$ cat src/rtl/mdio_pkg.sv
package mdio_pkg;
    localparam int PRE_BITS = 32;
    localparam int HDR_BITS = 14;
    localparam int TA_BITS  = 2;
    localparam int DAT_BITS = 16;
    localparam int ADR_W    = 5;
    localparam int SHIFT_W  = HDR_BITS + TA_BITS + DAT_BITS;
    localparam int SEG_W    = $clog2(PRE_BITS);

    localparam logic [1:0] W_CLK  = 2'd0;
    localparam logic [1:0] W_CMD  = 2'd1;
    localparam logic [1:0] W_WDAT = 2'd2;
    localparam logic [1:0] W_RDAT = 2'd3;

    typedef enum logic [2:0] {
        S_IDLE,
        S_PREAMBLE,
        S_HEADER,
        S_TURN,
        S_DATA
    } frame_state_e;
endpackage

$ cat src/rtl/mdio_mdc_gen.sv
module mdio_mdc_gen #(
    parameter int DIV_W = 8
) (
    input  logic             clk,
    input  logic             rst_n,
    input  logic             run,
    input  logic [DIV_W-1:0] half,
    output logic             mdc,
    output logic             rise_stb,
    output logic             fall_stb
);
    logic [DIV_W-1:0] cnt;
    logic [DIV_W-1:0] lim;
    logic             wrap;

    always_comb begin
        lim      = (half == '0) ? DIV_W'(1) : half;
        wrap     = run && (cnt >= lim - DIV_W'(1));
        rise_stb = wrap && !mdc;
        fall_stb = wrap && mdc;
    end

    always_ff @(posedge clk or negedge rst_n) begin
        if (!rst_n) begin
            cnt <= '0;
            mdc <= 1'b0;
        end else if (!run) begin
            cnt <= '0;
            mdc <= 1'b0;
        end else if (wrap) begin
            cnt <= '0;
            mdc <= ~mdc;
        end else begin
            cnt <= cnt + DIV_W'(1);
        end
    end


    mdc_hold_chk: assert property (@(posedge clk) disable iff (!rst_n)
        (run && !rise_stb && !fall_stb) |=> $stable(mdc))
        else $error("mdc moved without a strobe");
endmodule

$ cat src/rtl/mdio_frame_fsm.sv
module mdio_frame_fsm
    import mdio_pkg::*;
(
    input  logic                clk,
    input  logic                rst_n,
    input  logic                start,
    input  logic                clause45,
    input  logic                pre_en,
    input  logic [1:0]          op,
    input  logic [ADR_W-1:0]    port,
    input  logic [ADR_W-1:0]    regad,
    input  logic [DAT_BITS-1:0] wdata,
    input  logic                rise_stb,
    input  logic                fall_stb,
    input  logic                mdio_i,
    output logic                busy,
    output logic                rd_kind,
    output logic                done,
    output logic                rd_ok,
    output logic [DAT_BITS-1:0] rd_data,
    output logic                mdio_o,
    output logic                mdio_oe
);
    frame_state_e         state;
    frame_state_e         nxt;
    logic [SEG_W-1:0]     cnt;
    logic [SHIFT_W-1:0]   sreg;
    logic [SHIFT_W-1:0]   load;
    logic [DAT_BITS-1:0]  shin;
    logic                 rd_q;
    logic                 ta_ok_q;
    logic                 seg_last;
    logic [1:0]           st_code;
    logic [1:0]           op_wire;

    // frame image built from the command at acceptance
    always_comb begin
        rd_kind = clause45 ? op[1] : op[0];
        st_code = clause45 ? 2'b00 : 2'b01;
        op_wire = clause45 ? op : (op[0] ? 2'b10 : 2'b01);
        load    = {st_code, op_wire, port, regad,
                   rd_kind ? 2'b11 : 2'b10,
                   rd_kind ? {DAT_BITS{1'b1}} : wdata};
    end

    // segment end and successor
    always_comb begin
        seg_last = 1'b0;
        nxt      = S_IDLE;
        unique case (state)
            S_PREAMBLE: begin seg_last = (cnt == SEG_W'(PRE_BITS-1)); nxt = S_HEADER; end
            S_HEADER:   begin seg_last = (cnt == SEG_W'(HDR_BITS-1)); nxt = S_TURN;   end
            S_TURN:     begin seg_last = (cnt == SEG_W'(TA_BITS-1));  nxt = S_DATA;   end
            S_DATA:     begin seg_last = (cnt == SEG_W'(DAT_BITS-1)); nxt = S_IDLE;   end
            default:    begin seg_last = 1'b0; nxt = S_IDLE; end
        endcase
    end

    // state register process
    always_ff @(posedge clk or negedge rst_n) begin
        if (!rst_n) begin
            state   <= S_IDLE;
            cnt     <= '0;
            sreg    <= '0;
            shin    <= '0;
            rd_q    <= 1'b0;
            ta_ok_q <= 1'b0;
        end else if (state == S_IDLE) begin
            if (start) begin
                state   <= pre_en ? S_PREAMBLE : S_HEADER;
                cnt     <= '0;
                sreg    <= load;
                rd_q    <= rd_kind;
                ta_ok_q <= 1'b0;
            end
        end else begin
            if (rise_stb) begin
                if (state == S_TURN && cnt == SEG_W'(TA_BITS-1))
                    ta_ok_q <= ~mdio_i;
                if (state == S_DATA)
                    shin <= {shin[DAT_BITS-2:0], mdio_i};
            end
            if (fall_stb) begin
                if (state != S_PREAMBLE)
                    sreg <= sreg << 1;
                if (seg_last) begin
                    cnt   <= '0;
                    state <= nxt;
                end else begin
                    cnt <= cnt + SEG_W'(1);
                end
            end
        end
    end

    // output process
    always_comb begin
        busy    = (state != S_IDLE);
        done    = fall_stb && (state == S_DATA) && seg_last;
        rd_ok   = rd_q && ta_ok_q;
        rd_data = shin;
        mdio_o  = 1'b1;
        mdio_oe = 1'b0;
        unique case (state)
            S_IDLE:     begin mdio_o = 1'b1; mdio_oe = 1'b0; end
            S_PREAMBLE: begin mdio_o = 1'b1; mdio_oe = 1'b1; end
            S_HEADER:   begin mdio_o = sreg[SHIFT_W-1]; mdio_oe = 1'b1; end
            S_TURN,
            S_DATA:     begin mdio_o = sreg[SHIFT_W-1]; mdio_oe = ~rd_q; end
            default:    begin mdio_o = 1'b1; mdio_oe = 1'b0; end
        endcase
    end


    mdio_stable_chk: assert property (@(posedge clk) disable iff (!rst_n)
        (state != S_IDLE && !fall_stb) |=> $stable(mdio_o))
        else $error("data line moved away from an MDC fall");
endmodule

$ cat src/rtl/mdio_master.sv
module mdio_master
    import mdio_pkg::*;
#(
    parameter int               DIV_W     = 8,
    parameter logic [DIV_W-1:0] DIV_RESET = DIV_W'(4)
) (
    input  logic        clk,
    input  logic        rst_n,
    input  logic        csr_wr,
    input  logic [1:0]  csr_addr,
    input  logic [15:0] csr_wdata,
    output logic [31:0] csr_rdata,
    output logic        mdc,
    output logic        mdio_o,
    output logic        mdio_oe,
    input  logic        mdio_i
);
    logic [DIV_W-1:0]    div_q;
    logic                mode_q;
    logic                pre_q;
    logic [DAT_BITS-1:0] wdat_q;
    logic [DAT_BITS-1:0] rdat_q;
    logic                rvalid_q;
    logic                wpend_q;
    logic                rpend_q;

    logic                busy;
    logic                rd_kind;
    logic                done;
    logic                rd_ok;
    logic [DAT_BITS-1:0] rd_data;
    logic                rise_stb;
    logic                fall_stb;
    logic                start;
    logic                host_ok;

    assign host_ok = csr_wr && !busy;
    assign start   = host_ok && (csr_addr == W_CMD);

    mdio_mdc_gen #(.DIV_W(DIV_W)) u_mdc (
        .clk      (clk),
        .rst_n    (rst_n),
        .run      (busy),
        .half     (div_q),
        .mdc      (mdc),
        .rise_stb (rise_stb),
        .fall_stb (fall_stb)
    );

    mdio_frame_fsm u_fsm (
        .clk      (clk),
        .rst_n    (rst_n),
        .start    (start),
        .clause45 (mode_q),
        .pre_en   (pre_q),
        .op       (csr_wdata[1:0]),
        .port     (csr_wdata[6:2]),
        .regad    (csr_wdata[11:7]),
        .wdata    (wdat_q),
        .rise_stb (rise_stb),
        .fall_stb (fall_stb),
        .mdio_i   (mdio_i),
        .busy     (busy),
        .rd_kind  (rd_kind),
        .done     (done),
        .rd_ok    (rd_ok),
        .rd_data  (rd_data),
        .mdio_o   (mdio_o),
        .mdio_oe  (mdio_oe)
    );

    always_ff @(posedge clk or negedge rst_n) begin
        if (!rst_n) begin
            div_q    <= DIV_RESET;
            mode_q   <= 1'b0;
            pre_q    <= 1'b0;
            wdat_q   <= '0;
            rdat_q   <= '0;
            rvalid_q <= 1'b0;
            wpend_q  <= 1'b0;
            rpend_q  <= 1'b0;
        end else begin
            if (host_ok && csr_addr == W_CLK) begin
                div_q  <= csr_wdata[DIV_W-1:0];
                mode_q <= csr_wdata[8];
                pre_q  <= csr_wdata[9] | csr_wdata[8];
            end
            if (host_ok && csr_addr == W_WDAT)
                wdat_q <= csr_wdata;
            if (start) begin
                wpend_q <= ~rd_kind;
                rpend_q <= rd_kind;
                if (rd_kind)
                    rvalid_q <= 1'b0;
            end
            if (done) begin
                wpend_q <= 1'b0;
                rpend_q <= 1'b0;
                if (rpend_q) begin
                    rdat_q   <= rd_data;
                    rvalid_q <= rd_ok;
                end
            end
        end
    end

    always_comb begin
        csr_rdata = '0;
        unique case (csr_addr)
            W_CLK:   csr_rdata = {22'd0, pre_q, mode_q, 8'(div_q)};
            W_CMD:   csr_rdata = '0;
            W_WDAT:  csr_rdata = {15'd0, wpend_q, wdat_q};
            W_RDAT:  csr_rdata = {14'd0, rpend_q, rvalid_q, rdat_q};
            default: csr_rdata = '0;
        endcase
    end


    idle_quiet_chk: assert property (@(posedge clk) disable iff (!rst_n)
        !busy |-> (!mdc && !mdio_oe))
        else $error("idle bus not quiet");


    pend_track_chk: assert property (@(posedge clk) disable iff (!rst_n)
        ((wpend_q || rpend_q) == busy) && !(wpend_q && rpend_q))
        else $error("pending flags disagree with engine");


    valid_rise_chk: assert property (@(posedge clk) disable iff (!rst_n)
        $rose(rvalid_q) |-> $past(done))
        else $error("valid set outside frame end");
endmodule

$ cat config.mk
export PLATFORM = sky130hd
export DESIGN_NAME = mdio_master
export DESIGN_NICKNAME = d
export VERILOG_FILES = /design/src/rtl/mdio_pkg.sv /design/src/rtl/mdio_mdc_gen.sv /design/src/rtl/mdio_frame_fsm.sv /design/src/rtl/mdio_master.sv
export SDC_FILE = /design/constraint.sdc
export NUM_CORES = 1
export LEC_CHECK = 0
export BUFFER_PORTS_ARGS = -buffer_cell sky130_fd_sc_hd__buf_4
export CAP_MARGIN = 20
export CORE_ASPECT_RATIO = 1.75
export CORE_UTILIZATION = 51
export CTS_CLUSTER_DIAMETER = 80
export DETAILED_ROUTE_END_ITERATION = 8
export PLACE_DENSITY = 0.73
export SLEW_MARGIN = 20
export SYNTH_ARGS = -nofsm -noshare
export SYNTH_HDL_FRONTEND = slang
export SYNTH_SLANG_ARGS = --single-unit
$ cat constraint.sdc
create_clock -name clk -period 3.48 [get_ports clk]
set_clock_uncertainty 0.15 [all_clocks]
set_input_delay 0.696 -clock clk [delete_from_list [all_inputs] [get_ports clk]]
set_output_delay 0.696 -clock clk [all_outputs]
set_load 0.05 [all_outputs]
# Yosys cells after proc, flatten, opt, wreduce, memory -nomap -nowiden
# Index checks and enable logic that the tools add are counted.
# Widths: inputs -> output; s select.
# classes
add_sub_neg,3
n_lt_le_gt_ge,1
n_eq_ne,14
muxes,41
bitwise_logic,6
reduce_logical,33
# op_table
operator,count
$mux 32,4
$pmux 32 s4,1
$mux 8,3
$mux 5,4
$mux 1,18
$mux 16,1
$mux 3,4
$reduce_and 3->1,4
$reduce_bool 2->1,6
$logic_and 1x1->1,11
$eq 5x4->1 const B,2
$pmux 3 s3,1
$add 8x1->8 const B,1
$ge 8x8->1,1
$logic_not 8->1,1
$sub 8x1->8 const B,1
$eq 3x2->1 const B,2
$mux 2,3
$reduce_and 2->1,3
$add 5x1->5 const B,1
$eq 5x1->1 const B,1
$eq 5x5->1 const B,1
$not 1->1,5
$eq 2x2->1 const B,2
14 further kinds,17
# word_totals
register_bits,112
output_inout_bits,35
word_cells,114

# Logic depth before layout (Yosys ltp)
# logic_depth
ltp_word,9
depth_mapped,15
depth_no_buf,13

# Hierarchy
# A second synthesis with hierarchy kept.
# unflattened
cells_unflattened,500
hier_area_um2,5696.7
# modules_own_cells
module,n_inst,cells_each,area_per_inst_um2,seq_area_each_um2
mdio_frame_fsm,1,265,2712.6,1451.4
mdio_master,1,160,2235.9,1127.3
mdio_mdc_gen,1,75,748.2,225.2

# Worst setup path after synthesis
# Ideal clock, no wire load.
# synth_path
kind,register to register
start,register div_q[3]
end,register u_fsm.shin[10] (netlist: u_fsm.rd_data[10])
setup_ns,0.125
arrival_time_ns,3.350
t_required_ns,3.205
slack_ns,-0.145
path_stages_with_launch,14
synth_period_minus_slack_ns,3.625
cell_sequence,dfrtp_1 or4_1 nor4_1 nor2_1 ha_1 xnor2_1 ha_1 o21ai_1 a211o_1 o21bai_2 nand2b_1 nor2_2 buf_4 mux2_2
# synth_between
elab_chain_len,7
# synth_rtl
item,line_no,source
start: declaration,mdio_master.sv:18,logic [DIV_W-1:0] div_q;
start signal: assignment,mdio_master.sv:84,div_q <= csr_wdata[DIV_W-1:0];
$logic_not 8->1,mdio_mdc_gen.sv:17,lim = (half == '0) ? DIV_W'(1) : half;
$mux 8 (*),mdio_mdc_gen.sv:17,
$sub 8x1->8 (*),mdio_mdc_gen.sv:18,wrap = run && (cnt >= lim - DIV_W'(1));
$ge 8x8->1 (*),mdio_mdc_gen.sv:18,
$logic_and 1x1->1 (*),mdio_mdc_gen.sv:18,
$logic_and 1x1->1 (*),mdio_mdc_gen.sv:19,rise_stb = wrap && !mdc;
$reduce_and 3->1 (no source line) (*),--,
end signal: assignment,mdio_frame_fsm.sv:81,"shin <= {shin[DAT_BITS-2:0], mdio_i};"
end: declaration,mdio_frame_fsm.sv:29,logic [DAT_BITS-1:0] shin;
# Mark *: on every way between the ends. The rest lies on a longest branch, timed or not.
# A chain may end at the register's enable or synchronous reset.

# Final worst setup path
# layout_path
start,register div_q[4]
end,register u_fsm.shin[13] (netlist: u_fsm.rd_data[13])
# The elaborated chain is that of the path after synthesis.

==> impl_metrics.toml <==
[outcome]
outcome = "complete, no violations"

[synth]
yosys.area_share.xor_xnor_pct = 2.05
synth_fa_ha_area_share_pct = 2.70
ys_ff_latch = 112
netlist_area_sq_um = 5570
synth_area_per_cell_sq_um = 11.0
synthMuxAreaShare_pct = 17.0
yosysUniqueCellTypes = 54
postSynthCellCount = 504
synth_top_family_by_area = "multiplexers"
synth_compound_area_share_pct = 11.4
yosys_warnings = 0
synth-simple-area-share_pct = 11.6
yosysSeqAreaShare_pct = 50.4

[die]
num_rows = 50
ios = 57
fp.dieW_microns = 81.0
dieArea_sq_um = 11400
start_util_pct = 52.3
die_height_microns = 140
core-area_sq_um = 10600

[sta]
worst_pin_slew_ns = 0.718
fin_crit_ns = 3.47
slew_headroom_pct = 52.1
finalMaxSlewViolations = 0
rsz0062_at_grt = "true"
period_share_pct = 99.7
final-hold-violation-count = 0
max_freq_mhz = 288
finalSetupViolCount = 0
worst_slack_ns = 0.0101

[placement]
port_buffers = 42
placed_area_sq_um = 6080
post-dp-hpwl_microns = 8940
dpl.cell_count = 667
dp_slack_ns = -0.00538
routabilityCongestion = 0.851

[clock_network]
clk_latency_ns = 0.35
cts_root_buf = "clkbuf_16"
clk_path_buf_depth = 2
cts_tree = "built"
clk_pin_slew_worst_paths_ns = 0.07
hold_buffers = 0
cts_sinks = 112
htreeDepth = 3
numCtsBuffers = 9

[route]
ant_nets = 0
wl_met2_microns = 6980
routed_wl_microns = 13200
drt_iter0_drc = 262
viasPerCell = 5.89
dr.pass1.iters = 5
highest_layer = "met4"
wl_met3_microns = 436
wire_per_inst_microns = 19.1
drcViolationCount = 0
wl_met1_microns = 5170
via_count = 4067

[critical_path]
path_max_fanout = 8
critPathBufInv = 1
cpMaxStageDelayCell = "or4_4"
cp_slowest_stage_delay_ns = 0.56
critical_path.cell_chain = "or4_4 > nor4_4 > nor2_2 > ha_4 > nand3_2 > xor2_1 > ha_1 > nand2_2 > a211o_1 > o21bai_4 > nand2b_4 > nor2_4 > buf_12 > mux2_4"
worstSetupPathDepth = 14
timing.rr.start = "div_q[4]"
timing.rr.end = "u_fsm.rd_data[13]"
cp-startpoint = "div_q[4]"
r2r_cells = 14
cp-start-kind = "register"
critical-path-top-delay-family = "simple AND/OR/NAND/NOR gates"
required_ns = 3.56
crit_end = "u_fsm.rd_data[13]"
cp-end-kind = "register"
crit_type = "register to register"
r2r_slack_ns = 0.01
critPathArrivalTime_ns = 3.55

[final_layout]
design_area_sq_um = 6560
finalNetCount = 589
multi_input_area_sq_um = 2670
area_delta_synth_final_pct = 17.9
drive_above_1_share_pct = 30.5
n_antenna_cell = 0
seqCellArea_sq_um = 2800
fillers = 858
final_cells = 690

[flow_run]
drv_cap = 0

[min_path]
worst_hold_path_type = "primary input to asynchronous set/reset pin"

[global_routing]
antenna_found_initial = 0
grt_max_degree = 60
grt_overflow = 0
grt_pass1_vias = 4111
grt_use_total_pct = 24.5
grt_pass1_wl_microns = 21000

[pwr]
power_density_nw_per_um2 = 374
max-vdd-ir-drop_mv = 0.292
p_leak_nw = 3.08
-- cell families (layout without fill, tap and decap cells) --
kind of cell,count (synthesis),in the layout
other,1,14
XOR/XNOR,13,13
buffers and inverters,49,92
AO/OA/AOI/OAI,101,101
adder cells (fa/ha/maj),12,12
multiplexers,86,86
AND/OR/NAND/NOR,130,130
flip-flops,112,112
-- synth_stat cells, drive strengths merged --
library cell / instances / area (sq um)
or4: 1 / 7.51
a21oi: 13 / 65.1
and4b: 1 / 10.0
nor3: 8 / 45.0
o311ai: 1 / 8.76
nor4: 1 / 6.26
o211ai: 1 / 7.51
o22a: 1 / 8.76
a22o: 11 / 96.3
nor2b: 10 / 62.6
nor3b: 2 / 15.0
mux2: 68 / 766
mux2i: 18 / 180
nand2: 41 / 154
clkbuf: 17 / 66.3
dfstp: 1 / 26.3
or3: 1 / 6.26
o31ai: 2 / 28.8
o22ai: 17 / 106
nand4: 2 / 18.8
and4: 1 / 8.76
a21o: 1 / 7.51
nand4b: 3 / 26.3
ha: 12 / 150
o21bai: 1 / 11.3
inv: 8 / 30.0
and2: 2 / 15.0
nor4b: 1 / 8.76
nor2: 30 / 115
nand2b: 7 / 43.8
and3: 3 / 18.8
and3b: 1 / 8.76
buf: 24 / 168
xnor2: 4 / 35.0
o41ai: 3 / 26.3
a2111oi: 1 / 15.0
nand3: 13 / 65.1
xor2: 9 / 78.8
or2: 2 / 12.5
conb: 1 / 3.75
a211o: 1 / 8.76
dfrtp: 111 / 2780
o21ai: 47 / 235
o32a: 1 / 10.0
-- flip-flops by register name, summed over array words and instances (netlist names), 3 cells and up --
register,cells
wdat_q,16
div_q,8
u_fsm.sreg,32
u_mdc.cnt,8
u_fsm.rd_data,16
rdat_q,16
u_fsm.cnt,5
u_fsm.state,3
-- worst reg2reg max path, cell delays in order (launching register included) --
cell,delay (ns)
dfrtp_1,0.38
or4_4,0.56
nor4_4,0.17
nor2_2,0.10
ha_4,0.19
nand3_2,0.06
xor2_1,0.07
ha_1,0.29
nand2_2,0.06
a211o_1,0.32
o21bai_4,0.20
nand2b_4,0.09
nor2_4,0.22
buf_12,0.18
mux2_4,0.31
-- metal layers --
| metal | GRT usage (%) | up-vias |
|---|---|---|
| met3 | 2.93 | 36 |
| li1 | - | 1871 |
| met1 | 29.4 | 2047 |
| met4 | 12.8 | 0 |
| met5 | 0 | - |
| met2 | 42.0 | 113 |
-- worst min path at each step --
stage                              start             end  slack, ns  depth (start not counted)
after floorplan                    rst_n        div_q[0]       0.25                          0
after global placement    u_fsm.sreg[15]  u_fsm.sreg[15]       0.31                          2
after detailed placement  u_fsm.sreg[14]  u_fsm.sreg[14]       0.32                          2
after CTS                          rst_n    u_mdc.cnt[0]       0.25                          1
after global routing               rst_n    u_mdc.cnt[0]       0.29                          1
final                              rst_n    u_mdc.cnt[0]       0.23                          1
-- layout by cell type (no fill, tap or decap), drive strengths merged, types with 2 or more instances in the layout --
cell type    n
o22ai       17
xor2         9
nand2       41
nand4        2
dfrtp      111
inv         10
o21ai       47
a21oi       13
o31ai        2
conb        14
nor3b        2
ha          12
nor2b       10
nand3       13
nor3         8
nand4b       3
clkinvlp     2
and2         2
mux2        68
mux2i       18
xnor2        4
nor2        30
clkbuf      11
a22o        11
or2          2
nand2b       7
and3         3
o41ai        3
buf         67
-- where the power goes --
part / total, mW / switching (mW) / internal, mW
Combinational: 0.112 / 0.0852 / 0.0270
Clock: 1.04 / 0.480 / 0.563
Sequential: 1.30 / 0.000292 / 1.30
Total: 2.46 / 0.566 / 1.89
-- metrics by stage --
step / utilization [%] / TNS [ns] / hold WS (ns) / power (mW)
2_1_floorplan: - / 0 / 0.250 / 1.39
3_3_place_gp: 57.1 / 0 / 0.312 / 1.44
3_5_place_dp: 57.1 / -0.0123 / 0.321 / 1.44
4_1_cts: 60.6 / -0.0967 / 0.252 / 2.48
5_1_grt: 61.7 / -1.21 / 0.286 / 2.54
6_report: 61.7 / 0 / 0.229 / 2.46
-- cell type report --
cell class                      count  share of cell area, %
Inverter                            8                  0.458
Clock inverter                      6                   1.03
Multi-Input combinational cell    356                   40.6
Sequential cell                   112                   42.7
Timing Repair Buffer               68                   9.17
Tap cell                          130                   2.48
Clock buffer                       10                   3.49
-- repair_timing --
| action | CTS | global route |
|---|---|---|
| resized for setup | 8 | 15 |
| endpoints found under the setup margin | 16 | 79 |
| pin swaps | 7 | 10 |
| gates cloned | 1 | 2 |
| buffers inserted | 2 | 2 |
No activity file was read; power rests on OpenSTA's default activity.
